--- config.mk ---
export PLATFORM = sky130hd
export DESIGN_NAME = pn_whitener
export DESIGN_NICKNAME = d
export VERILOG_FILES = /design/src/rtl/pn_whitener_pkg.sv /design/src/rtl/pn_seed_former.sv /design/src/rtl/pn_lfsr.sv /design/src/rtl/pn_xor_stage.sv /design/src/rtl/pn_whitener.sv
export SDC_FILE = /design/constraint.sdc
export NUM_CORES = 1
export LEC_CHECK = 0
export BUFFER_PORTS_ARGS = -buffer_cell sky130_fd_sc_hd__buf_4
export CELL_PAD_IN_SITES_DETAIL_PLACEMENT = 0
export CELL_PAD_IN_SITES_GLOBAL_PLACEMENT = 1
export CORE_MARGIN = 1
export CORE_UTILIZATION = 27
export CTS_BUF_LIST = sky130_fd_sc_hd__clkbuf_8
export DETAILED_ROUTE_END_ITERATION = 10
export PLACE_DENSITY_LB_ADDON = 0.1
export SYNTH_ARGS = -nofsm -noshare
export SYNTH_HDL_FRONTEND = slang
export SYNTH_SLANG_ARGS = --single-unit
--- constraint.sdc ---
create_clock -name clk -period 4.2 [get_ports clk]
set_clock_uncertainty 0.05 [all_clocks]
set_input_delay 0.63 -clock clk [delete_from_list [all_inputs] [get_ports clk]]
set_output_delay 0.63 -clock clk [all_outputs]
set_load 0.01 [all_outputs]
--- src/rtl/pn_whitener_pkg.sv ---
package pn_whitener_pkg;
  parameter int unsigned PN_W = 16;
  typedef logic [PN_W-1:0] pn_state_t;
  // taps for x^16+x^15+x^13+x^4+1 on state bits 15,14,12,3
  parameter pn_state_t PN_TAPS_DEF = 16'hD008;
  parameter pn_state_t PN_FIX_DEF  = 16'hACE1;

  function automatic pn_state_t pn_step(input pn_state_t s, input pn_state_t taps);
    pn_step = {s[PN_W-2:0], ^(s & taps)};
  endfunction
endpackage

--- src/rtl/pn_seed_former.sv ---
module pn_seed_former
  import pn_whitener_pkg::*;
#(
  parameter pn_state_t FIX = PN_FIX_DEF
) (
  input  pn_state_t seed,
  input  pn_state_t id_a,
  input  pn_state_t id_b,
  output pn_state_t start
);
  pn_state_t mix;
  always_comb begin
    mix   = seed ^ id_a ^ id_b;
    start = (mix == '0) ? FIX : mix;
  end
endmodule

--- src/rtl/pn_lfsr.sv ---
module pn_lfsr
  import pn_whitener_pkg::*;
#(
  parameter pn_state_t TAPS = PN_TAPS_DEF,
  parameter pn_state_t FIX  = PN_FIX_DEF
) (
  input  logic      clk,
  input  logic      rst_n,
  input  logic      load,
  input  pn_state_t load_val,
  input  logic      advance,
  output pn_state_t state,
  output logic      key
);
  localparam int unsigned MSB = PN_W - 1;
  pn_state_t base, nxt;

  always_comb begin
    base = load ? load_val : state;
    nxt  = advance ? pn_step(base, TAPS) : base;
    key  = base[MSB];
  end

  always_ff @(posedge clk) begin
    if (!rst_n) state <= FIX;
    else        state <= nxt;
  end
endmodule

--- src/rtl/pn_xor_stage.sv ---
module pn_xor_stage (
  input  logic clk,
  input  logic rst_n,
  input  logic key,
  input  logic in_valid,
  output logic in_ready,
  input  logic in_bit,
  output logic out_valid,
  input  logic out_ready,
  output logic out_bit,
  output logic accept
);
  always_comb begin
    in_ready = !out_valid || out_ready;
    accept   = in_valid && in_ready;
  end

  always_ff @(posedge clk) begin
    if (!rst_n) begin
      out_valid <= 1'b0;
      out_bit   <= 1'b0;
    end else if (accept) begin
      out_valid <= 1'b1;
      out_bit   <= in_bit ^ key;
    end else if (out_ready) begin
      out_valid <= 1'b0;
    end
  end
endmodule

--- src/rtl/pn_whitener.sv ---
module pn_whitener
  import pn_whitener_pkg::*;
#(
  parameter pn_state_t TAPS = PN_TAPS_DEF,
  parameter pn_state_t FIX  = PN_FIX_DEF
) (
  input  logic            clk,
  input  logic            rst_n,
  input  logic            link_start,
  input  logic [PN_W-1:0] seed_word,
  input  logic [PN_W-1:0] link_id_a,
  input  logic [PN_W-1:0] link_id_b,
  input  logic            in_valid,
  output logic            in_ready,
  input  logic            in_bit,
  output logic            out_valid,
  input  logic            out_ready,
  output logic            out_bit
);
  pn_state_t start_state;
  pn_state_t lfsr_state;
  logic      key;
  logic      accept;

  pn_seed_former #(.FIX(FIX)) u_seed (
    .seed(seed_word), .id_a(link_id_a), .id_b(link_id_b), .start(start_state)
  );

  pn_lfsr #(.TAPS(TAPS), .FIX(FIX)) u_lfsr (
    .clk(clk), .rst_n(rst_n), .load(link_start), .load_val(start_state),
    .advance(accept), .state(lfsr_state), .key(key)
  );

  pn_xor_stage u_xor (
    .clk(clk), .rst_n(rst_n), .key(key),
    .in_valid(in_valid), .in_ready(in_ready), .in_bit(in_bit),
    .out_valid(out_valid), .out_ready(out_ready), .out_bit(out_bit),
    .accept(accept)
  );
endmodule

==> impl_results.rst <==
.. list-table::
   :header-rows: 1

   * - Metric
     - Value
   * - Status
     - finished clean
   * - R2R Path Start
     - u_xor.out_valid$_SDFFE_PN0P_
   * - Main combinational cell family by area after synthesis
     - XOR/XNOR gates
   * - Worst EP required
     - 4280 ps
   * - Total power
     - 533.4 uW
   * - Commonest cells after routing, fill and taps aside
     - sky130_fd_sc_hd__buf_4, sky130_fd_sc_hd__dfxtp_1, sky130_fd_sc_hd__nand2_1
   * - Total wirelength of the detailed-routed design
     - 3.263 mm
   * - Synth warnings
     - 0
   * - Total of flip-flops plus latches after synthesis
     - 18
   * - Startpoint Class
     - input pin
   * - Number of cells upsized or downsized after cts
     - 0
   * - Adder-cell share of the synthesized area
     - 0%
   * - Cell breakdown of the critical path
     - buf_4 -> xor3_1 -> or4_4 -> o41a_4 -> a2111oi_4 -> a221oi_2
   * - Total leakage power
     - 0.9269 nW
   * - Hold Fails Final Rpt
     - 0
   * - Post-synthesis cell type with the largest combined area
     - sky130_fd_sc_hd__dfxtp_1
   * - Routability cong.
     - 0.7377
   * - Slew at the pin closest to its max-slew limit
     - 853.4 ps
   * - P per Cell Area
     - 282.1 mW/mm^2
   * - Antenna violations before repair
     - 0
   * - Placed cells
     - 238
   * - Sequential-to-total area share from yosys stat
     - 26.54%
   * - Hold path depth
     - 2
   * - Tot GR Track Use
     - 12.84%
   * - Buffers from clock root to sink, at most
     - 2
   * - Pins Over Slew Limit
     - 0
   * - Kind of capture point of the worst setup path
     - register
   * - Die Area
     - 0.005316 mm^2
   * - Setup violations, final
     - 0
   * - Leading cell type in the layout, fill and taps excluded
     - sky130_fd_sc_hd__buf_4
   * - Crit path DAT
     - 2660 ps
   * - Number of buffers inserted by hold repair at cts
     - 0
   * - Initial Util
     - 28.37%
   * - Clk Latency, worst-skew pair
     - 250 ps
   * - Synth Area in XOR/XNOR
     - 29.12%
   * - Complex-gate fraction of the synthesized area
     - 21.47%
   * - CP Buf/Inv Count
     - 1
   * - Total via count in the routed design
     - 1152
   * - Crit. path cell count
     - 6
   * - Per-cell routed wire length
     - 13.48 um
   * - Final antenna diode count
     - 0
   * - Setup TNS
     - 0 ps
   * - Placeable core region
     - 0.004786 mm^2
   * - Number of cells produced by synthesis
     - 122
   * - Fraction of final layout cells with drive strength greater than 1
     - 41.71%
   * - Total number of placement rows
     - 25
   * - Maximum fanout encountered on the critical timing path
     - 5
   * - Synth unique cells
     - 35
   * - Height of the chip
     - 72.91 um
   * - Max Clk Rate
     - 388.6 MHz
   * - Area growth syn-to-layout
     - 39.26%
   * - Count of non-filler cells in the finished layout
     - 242
   * - Number of clock sinks
     - 18
   * - Post-synthesis simple-gate area fraction
     - 15.48%
   * - Die X-Extent
     - 72.91 um
   * - Clock H-tree levels
     - 1
   * - Cell family with most CP delay
     - compound AO/OA/AOI/OAI gates
   * - Number of routed nets with antenna violations
     - 0
   * - Via count of the first global-routing pass
     - 1137
   * - IR Drop Worst-Case VDD
     - 0.1331 mV
   * - Fraction of synthesized cell area taken by the top area cell type
     - 26.54%
   * - Post-synthesis instance area
     - 0.001358 mm^2
   * - Buffer type at the clock tree root
     - sky130_fd_sc_hd__clkbuf_8
   * - Final clock period utilization by the worst path
     - 61.26%
   * - Reported max-cap violation count
     - 0
   * - Syn_area_per_cell
     - 11.13 um^2
   * - Synthesized Nets
     - 176
   * - Number of buffers created by CTS
     - 3
   * - TritonCTS clock tree
     - yes
   * - Top Ports
     - 57
   * - Nets
     - 230
   * - Startpoint of the most critical setup path
     - link_id_a[14]
   * - Slowest CP cell
     - sky130_fd_sc_hd__or4_4
   * - Congestion Overflow GR
     - 0
   * - Final worst path period need
     - 2573 ps
   * - Critical register-to-register path endpoint
     - u_lfsr.state[0]$_SDFF_PN1_
   * - Port-buffer cells
     - 56
   * - Launch instance of the worst min-delay path
     - u_xor.out_bit$_SDFFE_PN0P_
   * - Capture point of the worst path
     - u_lfsr.state[0]$_SDFF_PN1_
   * - Count of filler cells inserted in the layout
     - 493
   * - Wire length of the first global-routing pass
     - 5.195 mm
   * - Cell count of the worst reg-to-reg path
     - 5
   * - Critical path class
     - input pin to register
   * - Drt pass-1 iters
     - 4
   * - Number of DRC violations after detailed routing
     - 0
   * - RSZ-0062 raised after global routing
     - false
   * - HP Class
     - register to register
   * - Post-detail-place hpwl
     - 2.500 mm
   * - Top cells by area in the synthesized netlist
     - sky130_fd_sc_hd__dfxtp_1, sky130_fd_sc_hd__xor3_1, sky130_fd_sc_hd__xnor3_1, sky130_fd_sc_hd__nand2_1, sky130_fd_sc_hd__o211ai_1
   * - Pin count of the biggest net entering global routing
     - 27
   * - CTS clock-pin slew for the worst setup and hold paths
     - 70 ps
   * - Slew Limit Headroom
     - 43.11%
   * - Average via count per standard cell
     - 4.760
   * - Postcts setup bufs
     - 0
   * - Initial drt markers
     - 18
   * - Multiplexer fraction of the synthesized cell area
     - 4.608%
   * - Slowest Stage Delay on Critical Path
     - 580 ps
   * - Worst setup slack for register-to-register paths
     - 2230 ps
   * - Final standard cell utilization of the core
     - 39.50%
cell families (layout without fill, tap and decap cells):
kind of cell / count (synthesis) / count (layout)
AO/OA/AOI/OAI: 33 / 33
XOR/XNOR: 17 / 17
buffers and inverters: 10 / 63
flip-flops: 18 / 18
multiplexers: 6 / 6
AND/OR/NAND/NOR: 38 / 38
Yosys cell counts:
cell type                   instances
sky130_fd_sc_hd__dfxtp_1           18
sky130_fd_sc_hd__nand2_1           15
sky130_fd_sc_hd__xnor3_1            8
sky130_fd_sc_hd__xor3_1             8
sky130_fd_sc_hd__clkbuf_1           6
sky130_fd_sc_hd__nor2_1             6
sky130_fd_sc_hd__o211ai_1           6
sky130_fd_sc_hd__o221ai_1           5
sky130_fd_sc_hd__mux2i_1            4
sky130_fd_sc_hd__a211oi_1           3
sky130_fd_sc_hd__a21oi_1            3
sky130_fd_sc_hd__inv_1              3
sky130_fd_sc_hd__o21ai_0            3
sky130_fd_sc_hd__o22ai_1            3
sky130_fd_sc_hd__o2bb2ai_1          3
sky130_fd_sc_hd__or2_2              3
sky130_fd_sc_hd__and2_1             2
sky130_fd_sc_hd__and3_1             2
sky130_fd_sc_hd__mux2_2             2
sky130_fd_sc_hd__nor2b_1            2
sky130_fd_sc_hd__o211a_1            2
sky130_fd_sc_hd__or4_4              2
sky130_fd_sc_hd__a2111oi_4          1
sky130_fd_sc_hd__a211o_1            1
sky130_fd_sc_hd__a211oi_2           1
sky130_fd_sc_hd__a221oi_2           1
sky130_fd_sc_hd__buf_1              1
sky130_fd_sc_hd__nand2b_1           1
sky130_fd_sc_hd__nand3_1            1
sky130_fd_sc_hd__nand4_1            1
sky130_fd_sc_hd__nand4b_1           1
sky130_fd_sc_hd__nor3_1             1
sky130_fd_sc_hd__nor4_4             1
sky130_fd_sc_hd__o41a_4             1
sky130_fd_sc_hd__xor3_2             1
power by group:
group          switching (mW)  total, mW  internal, mW
combinational          0.0806      0.196         0.115
clock                  0.0579      0.141        0.0833
sequential            0.00638      0.196         0.190
total                   0.145      0.533         0.389
sequential cells by signal, summed over array words and instances (netlist names):
signal / flops
u_xor.out_valid: 1
u_xor.out_bit: 1
u_lfsr.state: 16
stage by stage:
step           hold slack, ps  area [um^2]  worst slack (ps)
2_1_floorplan           449.2         1358              1533
3_3_place_gp            420.6         1836              1385
3_5_place_dp            435.6         1836              1353
4_1_cts                 450.9         1891              1620
5_1_grt                 471.7         1891              1540
6_report                446.2         1891              1627
area by class of cell:
cell class	instances	area, um^2	area share [%]
multi-input cells	94	959.7	50.76
repair buffers	56	420.4	22.24
flip-flops and latches	18	360.3	19.06
well taps	67	83.83	4.434
clock buffers	4	55.05	2.912
inverters	3	11.26	0.5956
layer usage:
layer | GRT usage [%] | vias to the layer above | part of all wire, %
li1 | - | 571 | -
met1 | 16.82 | 536 | 44
met2 | 21.29 | 41 | 49
met3 | 2.210 | 4 | 6.5
met4 | 4.575 | 0 | 1.0
met5 | 0 | - | 0
how the worst min path moves through the flow:
stage / end / slack, ps
4_1_cts: u_xor.out_bit$_SDFFE_PN0P_ / 450
3_5_place_dp: u_xor.out_bit$_SDFFE_PN0P_ / 440
2_1_floorplan: u_xor.out_bit$_SDFFE_PN0P_ / 450
3_3_place_gp: u_xor.out_bit$_SDFFE_PN0P_ / 420
5_1_grt: u_xor.out_bit$_SDFFE_PN0P_ / 470
6_report: u_xor.out_bit$_SDFFE_PN0P_ / 450
worst min-delay path, cell delays in order (launching register included):
cell and delay, ps:
sky130_fd_sc_hd__dfxtp_1 320, sky130_fd_sc_hd__nand2_1 60, sky130_fd_sc_hd__o211ai_1 70
Power figures use the tool's default switching activity.
